--- src/rtl/phy_link_seq.sv ---
module phy_link_seq #(
  parameter int GAP_CLKS = 8
) (
  input  logic       clk,
  input  logic       rst_n,
  input  logic       arb_won_i,
  input  logic       req_speed_i,
  input  logic       imm_pend_i,
  input  logic       rx_dataon_i,
  input  logic       rx_pkt_start_i,
  input  logic       rx_speed_i,
  input  logic       rx_sym_vld_i,
  input  logic [0:3] rx_sym_i,
  input  logic [1:0] link_ctl_i,
  input  logic [0:3] link_d_i,
  output logic [1:0] ctl_o,
  output logic       ctl_oe_o,
  output logic [0:3] d_o,
  output logic       d_oe_o,
  output logic       won_o,
  output logic       lost_o,
  output logic       tx_vld_o,
  output logic [0:3] tx_sym_o
);

  localparam int CW = (GAP_CLKS < 2) ? 1 : $clog2(GAP_CLKS + 1);
  localparam logic [CW-1:0] GAP_LAST = CW'(GAP_CLKS - 1);

  localparam logic [1:0] P_IDLE = 2'b00;
  localparam logic [1:0] P_RECV = 2'b10;
  localparam logic [1:0] P_GRANT = 2'b11;
  localparam logic [1:0] L_REL = 2'b00;
  localparam logic [1:0] L_HOLD = 2'b01;
  localparam logic [1:0] L_XMIT = 2'b10;

  typedef enum logic [3:0] {
    S_IDLE, S_GNT1, S_GNT2, S_LINK, S_HWAIT, S_TURN, S_GAP, S_RXW, S_RXD
  } st_t;

  st_t st, st_n;
  logic sent_q, chain_q, tx_spd_q, rx_spd_q, lost_q, tx_vld_q;
  logic [0:3] dreg_q, tx_sym_q;
  logic [CW-1:0] gap_q;

  always_comb begin
    st_n = st;
    case (st)
      S_IDLE:  if (rx_dataon_i) st_n = S_RXW;
               else if (arb_won_i) st_n = S_GNT1;
      S_GNT1:  st_n = S_GNT2;
      S_GNT2:  st_n = S_LINK;
      S_LINK:  if (link_ctl_i == L_REL) st_n = S_TURN;
               else if (link_ctl_i == L_HOLD && sent_q) st_n = S_HWAIT;
      S_HWAIT: if (link_ctl_i == L_REL) st_n = S_TURN;
      S_TURN:  st_n = chain_q ? S_GAP : S_IDLE;
      S_GAP:   if (gap_q == GAP_LAST) st_n = S_GNT1;
      S_RXW, S_RXD:
               if (!rx_dataon_i) st_n = imm_pend_i ? S_GNT1 : S_IDLE;
               else if (st == S_RXW && rx_pkt_start_i) st_n = S_RXD;
      default: st_n = S_IDLE;
    endcase
  end

  always_ff @(posedge clk) begin
    if (!rst_n) begin
      st       <= S_IDLE;
      sent_q   <= 1'b0;
      chain_q  <= 1'b0;
      tx_spd_q <= 1'b0;
      rx_spd_q <= 1'b0;
      lost_q   <= 1'b0;
      tx_vld_q <= 1'b0;
      dreg_q   <= 4'b0000;
      tx_sym_q <= 4'b0000;
      gap_q    <= '0;
    end else begin
      st     <= st_n;
      lost_q <= (st == S_IDLE) && (st_n == S_RXW);

      if (st_n == S_GNT1 && st != S_GAP) tx_spd_q <= req_speed_i;

      if (st == S_GNT2) sent_q <= 1'b0;
      else if (st == S_LINK && link_ctl_i == L_XMIT) sent_q <= 1'b1;

      if (st == S_HWAIT && link_ctl_i == L_REL) chain_q <= 1'b1;
      else if (st == S_TURN) chain_q <= 1'b0;

      gap_q <= (st == S_GAP) ? gap_q + 1'b1 : '0;

      if (st == S_RXW && rx_dataon_i && rx_pkt_start_i) begin
        rx_spd_q <= rx_speed_i;
        dreg_q   <= rx_speed_i ? 4'b0100 : 4'b0000;
      end else if (st == S_RXD && rx_dataon_i && rx_sym_vld_i) begin
        dreg_q <= rx_spd_q ? rx_sym_i : {rx_sym_i[0:1], 2'b00};
      end

      tx_vld_q <= (st == S_LINK) && (link_ctl_i == L_XMIT);
      tx_sym_q <= tx_spd_q ? link_d_i : {link_d_i[0:1], 2'b00};
    end
  end

  assign ctl_o = (st == S_GNT1) ? P_GRANT :
                 (st == S_RXW || st == S_RXD) ? P_RECV : P_IDLE;
  assign ctl_oe_o = (st == S_IDLE) || (st == S_GNT1) || (st == S_GNT2) ||
                    (st == S_GAP) || (st == S_RXW) || (st == S_RXD);
  assign d_oe_o = ctl_oe_o;
  assign d_o = (st == S_RXW) ? 4'b1111 : (st == S_RXD) ? dreg_q : 4'b0000;
  assign won_o = (st == S_GNT1);
  assign lost_o = lost_q;
  assign tx_vld_o = tx_vld_q;
  assign tx_sym_o = tx_vld_q ? tx_sym_q : 4'b0000;

endmodule

--- config.mk ---
export PLATFORM = sky130hd
export DESIGN_NAME = phy_link_seq
export DESIGN_NICKNAME = d
export VERILOG_FILES = /design/src/rtl/phy_link_seq.sv
export SDC_FILE = /design/constraint.sdc
export NUM_CORES = 1
export LEC_CHECK = 0
export CORE_MARGIN = 2
export CORE_UTILIZATION = 45
export DETAILED_ROUTE_END_ITERATION = 10
export PLACE_DENSITY_LB_ADDON = 0.12
export SETUP_SLACK_MARGIN = 0.1
export SLEW_MARGIN = 40
export SYNTH_ARGS = -nofsm -noshare
export SYNTH_HDL_FRONTEND = slang
export SYNTH_SLANG_ARGS = --single-unit
export TNS_END_PERCENT = 100
--- constraint.sdc ---
create_clock -name clk -period 1.6 [get_ports clk]
set_input_delay 0.32 -clock clk [delete_from_list [all_inputs] [get_ports clk]]
set_output_delay 0.32 -clock clk [all_outputs]
set_load 0.01 [all_outputs]
==> impl_summary.md, run 1 <==
Worst setup path
The setup path with the least slack is of type reg -> reg. The worst setup path is launched from a flop. Walking the worst path, the cells encountered are nor4b_4 > buf_4 > buf_6 > buf_4 > buf_4 > nor2_2 > nor3b_2 > buf_4 > nor3_1 > nor2_1. The highest-delay cell along the critical path is sky130_fd_sc_hd__dfxtp_4. The delay contributed by the slowest stage of the critical path is between 0.3 and 0.4 ns. The endpoint arrival time on the critical path is approximately 2.1 ns. The worst setup path is captured at a flop. The data required time of the worst path is 1.84 ns. The most used cell along the critical path is sky130_fd_sc_hd__buf_4.

Along the worst path, the maximum fanout reaches 4.

Cells and area
The area taken by flip-flops and latches is roughly 450 µm². The number of nets in the layout is ~220. The post-route non-filler standard cell count is 230. The number of antenna diodes in the final layout is 0. The layout has 178 filler cells. Of the cells placed in the final design, the portion with a size suffix greater than 1 is 0.430. The multi-input combinational cells in the finished layout cover a total of approximately 800 µm².

The area growth from synthesis to layout is 59.2%. Once layout is done, the placed cells without fillers occupy about 1900 µm².

Synthesis
During synthesis, Yosys emitted a total of 0 warnings. Each instance of the synthesized netlist takes up on average about 9 µm². When the netlist entered floorplanning its net count stood at 159. Ranked by instance count, the synthesized netlist is headed by sky130_fd_sc_hd__dfxtp_1 (22), sky130_fd_sc_hd__nand2_1 (17), sky130_fd_sc_hd__nor2_1 (11). The share of the Yosys chip area taken by registers is 0.363. After synthesis, the share of flip-flops with an asynchronous set or reset is 0.

In this run the cell area of the synthesized design comes to roughly 1200 µm². In the synthesized netlist, the number of instances is roughly 140. The synthesized design contains 0 enable-type register cells. The share of synthesized area in the top cell type comes to 0.363. The largest area contributor in the synthesized netlist is sky130_fd_sc_hd__dfxtp_1.

The main flop type after synthesis is sky130_fd_sc_hd__dfxtp_1. Among all cell types in the netlist, the one instantiated most often is sky130_fd_sc_hd__dfxtp_1. Synthesis instantiated 44 different standard cells from the library. In the post-synthesis netlist, the biggest area contributors are sky130_fd_sc_hd__dfxtp_1 (36%), sky130_fd_sc_hd__nand2_1 (5.3%), sky130_fd_sc_hd__buf_6 (3.7%). Synthesis inferred 22 register bits.

Drt
Once detail routing completed, the nets flagged for antenna violations numbered 0. After detailed routing, the number of vias per cell comes to roughly 5.6. The number of violations reported at the end of detailed-routing iteration 0 is 37. The per-cell routed wire length is 15.2 µm. Across all layers, the routed design uses ~1,300 vias. In the routed design, unresolved DRC markers number 0. The total iterations of the first detailed-routing run is 4. The total wire length is between 3000 and 4000 µm.

CTS
Clock latency on the worst-skew pair, taken at its later pin, is 0.31 ns. The clock root buffer is sky130_fd_sc_hd__clkbuf_4. The number of buffers created by CTS is 3. The number of buffers inserted by hold repair at cts is 0.

Clock-pin slew was measured on the worst setup and hold paths at between 0.1 and 0.15 ns. The depth of the CTS H-tree is 1. The total clock sinks is 22.

The clock tree from TritonCTS is built. The maximum clock insertion buffer count is 2.

Timing
The worst slew margin relative to its limit is 0.799. The smallest clock period supported by the final layout is computed as about 1.9 ns. The fmax is 0.537 GHz. The total of endpoints with negative setup slack in the final report is 10.

The final critical-path share of the clock period is 1.16. The max-slew violation count is 0. The clock tree skew after final layout is around 0.0053 ns.

Setup repair after global routing could not meet its margin everywhere. The sum of negative setup slack is -1.38 ns. The number of hold violations in the final report came to 0. The post-route worst setup slack is -0.263 ns. At the pin with the least slew margin, the transition time is about 0.3 ns.

Global route
The overall fraction of global-route tracks in use is 0.235. For this run the aggregate overflow at the end of global routing stands at 0. The initial antenna violation count is 0.

The maximum number of pins on one net before global-route repair is 14. The first-pass GRT wire length is 5910 µm. The number of global-route vias before repair is between 1,000 and 1,500.

Floorplan
The horizontal die dimension is around 56 µm. The effective utilization at floorplan is 0.482. The area of the die is approximately 3100 µm².

The total core area is ~2500 µm². The floorplan has 18 rows. Pin placement for this block handled 34 I/O pins.

Measured along the y axis, the die boundary spans ~56 µm.

Placed design
The post-detailed-placement cell area is between 1500 and 2000 µm². Input and output buffers added on the ports amount to 33. The HPWL after detailed placement is ~2500 µm.

After detailed placement, the design holds a cell count of 220. The final weighted congestion in routability-driven placement is ~0.96. The worst slack at placement is -0.256 ns.

Run status
The checks that failed: setup timing. The run finished, with violations left.

Pwr
In this run the static leakage power is roughly 0.87 nW. Across the VDD grid, the largest voltage drop is roughly 0.88 mV. Power spread over the standard cell area amounts to 976 nW/µm².

Min path
The worst hold path belongs to the class reg -> reg.

Job
The number of max-cap violations is 0.
cells in the final DEF (no fill, tap or decap), types with 3 or more instances in the layout:
cell type                          n
sky130_fd_sc_hd__buf_4            29
sky130_fd_sc_hd__clkdlybuf4s50_1  18
sky130_fd_sc_hd__dfxtp_1          17
sky130_fd_sc_hd__nand2_1          15
sky130_fd_sc_hd__nor2_1            8
sky130_fd_sc_hd__buf_6             7
sky130_fd_sc_hd__and2_1            6
sky130_fd_sc_hd__nor2b_1           5
sky130_fd_sc_hd__nor3_1            5
sky130_fd_sc_hd__a21o_1            4
sky130_fd_sc_hd__a21oi_2           4
sky130_fd_sc_hd__buf_2             4
sky130_fd_sc_hd__nand2b_4          3
sky130_fd_sc_hd__and3_1            3
sky130_fd_sc_hd__a21oi_1           3
sky130_fd_sc_hd__o21ai_0           3
sky130_fd_sc_hd__nand3_1           3
sky130_fd_sc_hd__nand3_2           3
sky130_fd_sc_hd__clkbuf_4          3
sky130_fd_sc_hd__dlygate4sd2_1     3
sky130_fd_sc_hd__dfxtp_4           3
cell families after synthesis:
logic type	synth area share
xor gates and xnor gates	0.0144
DFF	0.363
muxes	0.0165
adders and majority gates	0.0103
AOI/OAI and AO/OA	0.187
buffers and inverters	0.0741
and+or+nand+nor	0.335
registers in the layout, indices dropped and copies added, names as in the netlist:
signal and count:
chain_q 1, dreg_q 4, gap_q 4, lost_o 1, rx_spd_q 1, sent_q 1
st 4, tx_spd_q 1, tx_sym_q 4, tx_vld_o 1
final timing paths:
path	slack, ns	endpoint	startpoint	cells after the start
worst min register to register	0.46	gap_q[0]	gap_q[0]	1
worst min-delay path	0.46	gap_q[0]	gap_q[0]	1
worst max register to register	-0.26	st[0]	st[2]	10
worst max-delay path	-0.26	st[0]	st[2]	10
timing repair:
| item | 4_1_cts | 5_1_grt |
|---|---|---|
| endpoints found under the setup margin | 24 | 20 |
| gates resized for setup | 78 | 14 |
| setup buffers | 7 | 2 |
| pin swaps | 11 | 6 |
routing by layer:
layer	routed length (µm)	vias to the layer above	track usage
met1	1420	617	0.284
met3	184	2	0.0535
met2	1870	49	0.437
met4	21	0	0.0204
li1	-	619	-
met5	0	-	0
stage by stage:
step	hold slack, ns	total power, mW	util
2_1_floorplan	0.418	1.00	-
3_3_place_gp	0.429	1.30	0.682
3_5_place_dp	0.448	1.31	0.682
4_1_cts	0.471	1.81	0.748
5_1_grt	0.492	1.98	0.767
6_report	0.464	1.89	0.767
area by class of cell:
class                      count  area share
sequential                    22       0.235
clock buffer                   3      0.0116
inverter                       3     0.00712
tap                           30      0.0194
multi-input combinational    105       0.410
clock inverter                 1      0.0155
timing repair buffer          66       0.301
power by group:
part	leakage (nW)	total [mW]	switching, mW	internal (mW)
sequential	0.182	0.642	0.0476	0.595
clock	0.0279	0.430	0.177	0.253
combinational	0.664	0.815	0.351	0.464
total	0.874	1.89	0.575	1.31
worst max-delay path, delay by kind of cell (launching register included):
kind	cells	cell delay, ns
flip-flops	1	0.38
buffers and inverters	5	0.68
AND/OR/NAND/NOR	5	0.73
Note: power is estimated with default switching activity, not from simulation.
==> run 2: changes to the inputs <==
Settings changed: CTS_CLUSTER_DIAMETER from default to 60, HOLD_SLACK_MARGIN from default to 0.05.
==> results of run 2 <==
No change in the layout: final DEF, timing and power equal those of run 1.
==> run 3: changes to the inputs <==
Settings changed: CTS_BUF_LIST from default to sky130_fd_sc_hd__clkbuf_16.
==> run 3 against run 2 <==
  * The flow still finishes with violations (setup timing)
  * Combinational power is 1% higher
  * Final area up 6.0%
  * Sequential share of layout area fell by 1.3 points
  * Register-to-register slack improved by 0.08 ns
==> impl_summary.md, run 3 (synthesis gave the netlist of run 1 again) <==
Worst setup path
The startpoint identified for the worst register-to-register timing path is st[2]. The endpoint arrival time on the critical path was 1.52 ns (-0.58 ns). The number of cells traversed by the worst register-to-register path was 9 (-1).

The kind of critical path is reg -> out. The worst setup path is captured at an output pin. The data required time of the worst path is 1.28 ns (-0.56 ns). In this run the critical register-to-register path is captured at tx_spd_q.

The peak fanout along the critical path is 3 (-1). The setup slack of the worst register-to-register path is -0.18 ns (+0.08 ns). The critical path startpoint category is a flop.

CTS
The total clock sinks is 22 (unchanged). CTS placed an instance of sky130_fd_sc_hd__clkbuf_16 at the clock tree root. The number of buffers inserted by hold repair at cts is 0 (unchanged). The maximum clock insertion buffer count is 2 (unchanged).

The clock insertion delay at the later pin of the skew report is 0.26 ns (-0.05 ns). The clock edge transition at the registers on the reported setup and hold paths is 0.06 ns (-0.07 ns). The number of buffers created by CTS is 3 (unchanged).

The depth of the CTS H-tree came to 1 (unchanged). TritonCTS built the clock tree.

Cells and area
Leaving out fill and tap cells, the most frequent cells in the layout are sky130_fd_sc_hd__buf_4 (26), sky130_fd_sc_hd__clkdlybuf4s50_1 (19), sky130_fd_sc_hd__dfxtp_1 (17). The count of antenna diodes in the layout is 0 (unchanged). The summed area of non-filler cells in the final layout was 2050 µm² (+6.0%).

The number of nets in the layout was 223 (+0.90%). The fraction of layout cells with a size suffix above 1 is 0.426 (-0.00426). The area added between synthesis and finish is 68.8%. The most common cell after layout, fill and taps aside is sky130_fd_sc_hd__buf_4.

Timing
The clock tree skew after final layout is 0.00234 ns (-0.00297 ns). The post-route worst setup slack is -0.239 ns (+0.0239 ns). The actual slew at the worst max-slew pin is 0.318 ns (+0.0180 ns). The fmax came to 0.544 GHz (+1.3%).

The number of hold violations in the final report is 0 (unchanged). The final critical-path share of the clock period is 1.15 (-0.0149). The worst hold slack was 0.454 ns (-0.0101 ns). The minimum clock period after layout came to 1.84 ns (-0.0239 ns).

The worst slew margin relative to its limit is 0.787 (-0.0121). The max-slew violation count is 0 (unchanged). Setup repair after global routing could not meet its margin everywhere. The total of endpoints with negative setup slack in the final report is 7 (-3).

Floorplan
The total core area is 2520 µm² (unchanged). The area of the die was 3130 µm² (unchanged). The count of pins on the block boundary was 34 (unchanged). The effective utilization at floorplan is 0.482 (unchanged). The horizontal die dimension is 56.0 µm (unchanged). The vertical die dimension is 56.0 µm (unchanged). The number of core rows is 18 (unchanged).

Drt
The number of design rule violations left after detail routing was 0 (unchanged). The total iterations of the first detailed-routing run is 4 (unchanged). The total wire length was 3920 µm (+12%).

The count of antenna-violating nets left after detailed routing is 0 (unchanged). The per-cell routed wire length is 16.9 µm (+11%). The mean number of vias per cell is 5.78 (+3.2%). The number of violations reported at the end of detailed-routing iteration 0 is 52 (+41%). The number of vias in the routed layout was 1,340 (+4.1%).

Run status
The run finished, with violations left. The final reports fail on setup timing.

Pwr
The power density over the cells is 1060 nW/µm² (+8.5%). The worst vdd rail ir drop came to 0.828 mV (-5.7%). The static leakage power is 0.940 nW (+7.6%).

Global route
The number of global-route vias before repair is 1,289 (+0.078%). The maximum number of pins on one net before global-route repair is 14 (unchanged). The first-pass GRT wire length is 5890 µm (-0.24%).

The initial antenna violation count is 0 (unchanged). The overall fraction of global-route tracks in use is 0.238 (+0.00312). The total overflow reported by the global router is 0 (unchanged).

Placed design
The number of buffer cells added on primary ports is 33 (unchanged). The final weighted congestion in routability-driven placement is 0.964 (unchanged). The post-detailed-placement cell area is 1720 µm² (unchanged). The HPWL after detailed placement came to 2460 µm (unchanged).

Min path
The path with the worst hold slack has its endpoint at gap_q[0]. The worst hold path belongs to the class reg -> reg. The startpoint identified for the worst hold timing path is gap_q[0]. The cell depth of the worst hold path came to 1 (unchanged).

Job
The number of max-cap violations is 0 (unchanged).
-- run 3: power breakdown --
group / switching [mW] / internal [mW]
logic: 0.369 / 0.456
clock network: 0.206 / 0.497
registers: 0.0483 / 0.595
-- run 3: timing repair --
item	4_1_cts	5_1_grt
gates resized for setup	66	28
setup endpoints to repair	26	19
pin swaps	7	13
setup buffers	6	4
-- run 3: metrics by stage --
step	util	total power [mW]	TNS, ns	setup WS [ns]	cells
2_1_floorplan	-	1.00	0	0.165	139
3_3_place_gp	0.682	1.30	-2.36	-0.244	220
3_5_place_dp	0.682	1.31	-2.55	-0.256	220
4_1_cts	0.751	2.04	-0.624	-0.134	229
5_1_grt	0.813	2.25	-1.42	-0.286	232
6_report	0.813	2.17	-0.944	-0.239	232
-- run 3: worst max-delay path by stage --
stage	from	slack (ns)	endpoint
final	st[2]	-0.24	d_o[3]
after global routing	st[2]	-0.29	d_o[3]
after CTS	st[0]	-0.13	d_o[2]
after detailed placement	st[1]	-0.26	d_o[2]
after global placement	st[1]	-0.24	d_o[2]
after floorplan	gap_q[0]	0.16	tx_spd_q
-- run 3: worst max-delay path, stage by stage (launching register included) --
cell and delay (ns):
sky130_fd_sc_hd__dfxtp_4 0.35, sky130_fd_sc_hd__nor4b_4 0.29, sky130_fd_sc_hd__buf_4 0.18, sky130_fd_sc_hd__buf_6 0.11, sky130_fd_sc_hd__buf_6 0.09, sky130_fd_sc_hd__a21o_1 0.11
sky130_fd_sc_hd__buf_2 0.13
-- run 3: area by class of cell --
| class | instances | area, µm² |
|---|---|---|
| clock inverter | 1 | 30.0 |
| inverter | 3 | 13.8 |
| multi-input combinational | 105 | 817 |
| timing repair buffer | 68 | 623 |
| fill | 154 | 472 |
| clock buffer | 3 | 75.1 |
| sequential | 22 | 454 |
| tap | 30 | 37.5 |
-- run 3: routing by layer --
layer / track usage / part of all wire / vias to the layer above
met2: 0.442 / 0.50 / 73
met3: 0.0488 / 0.069 / 15
met1: 0.272 / 0.39 / 636
met5: 0 / 0 / -
met4: 0.0680 / 0.034 / 0
li1: - / - / 616
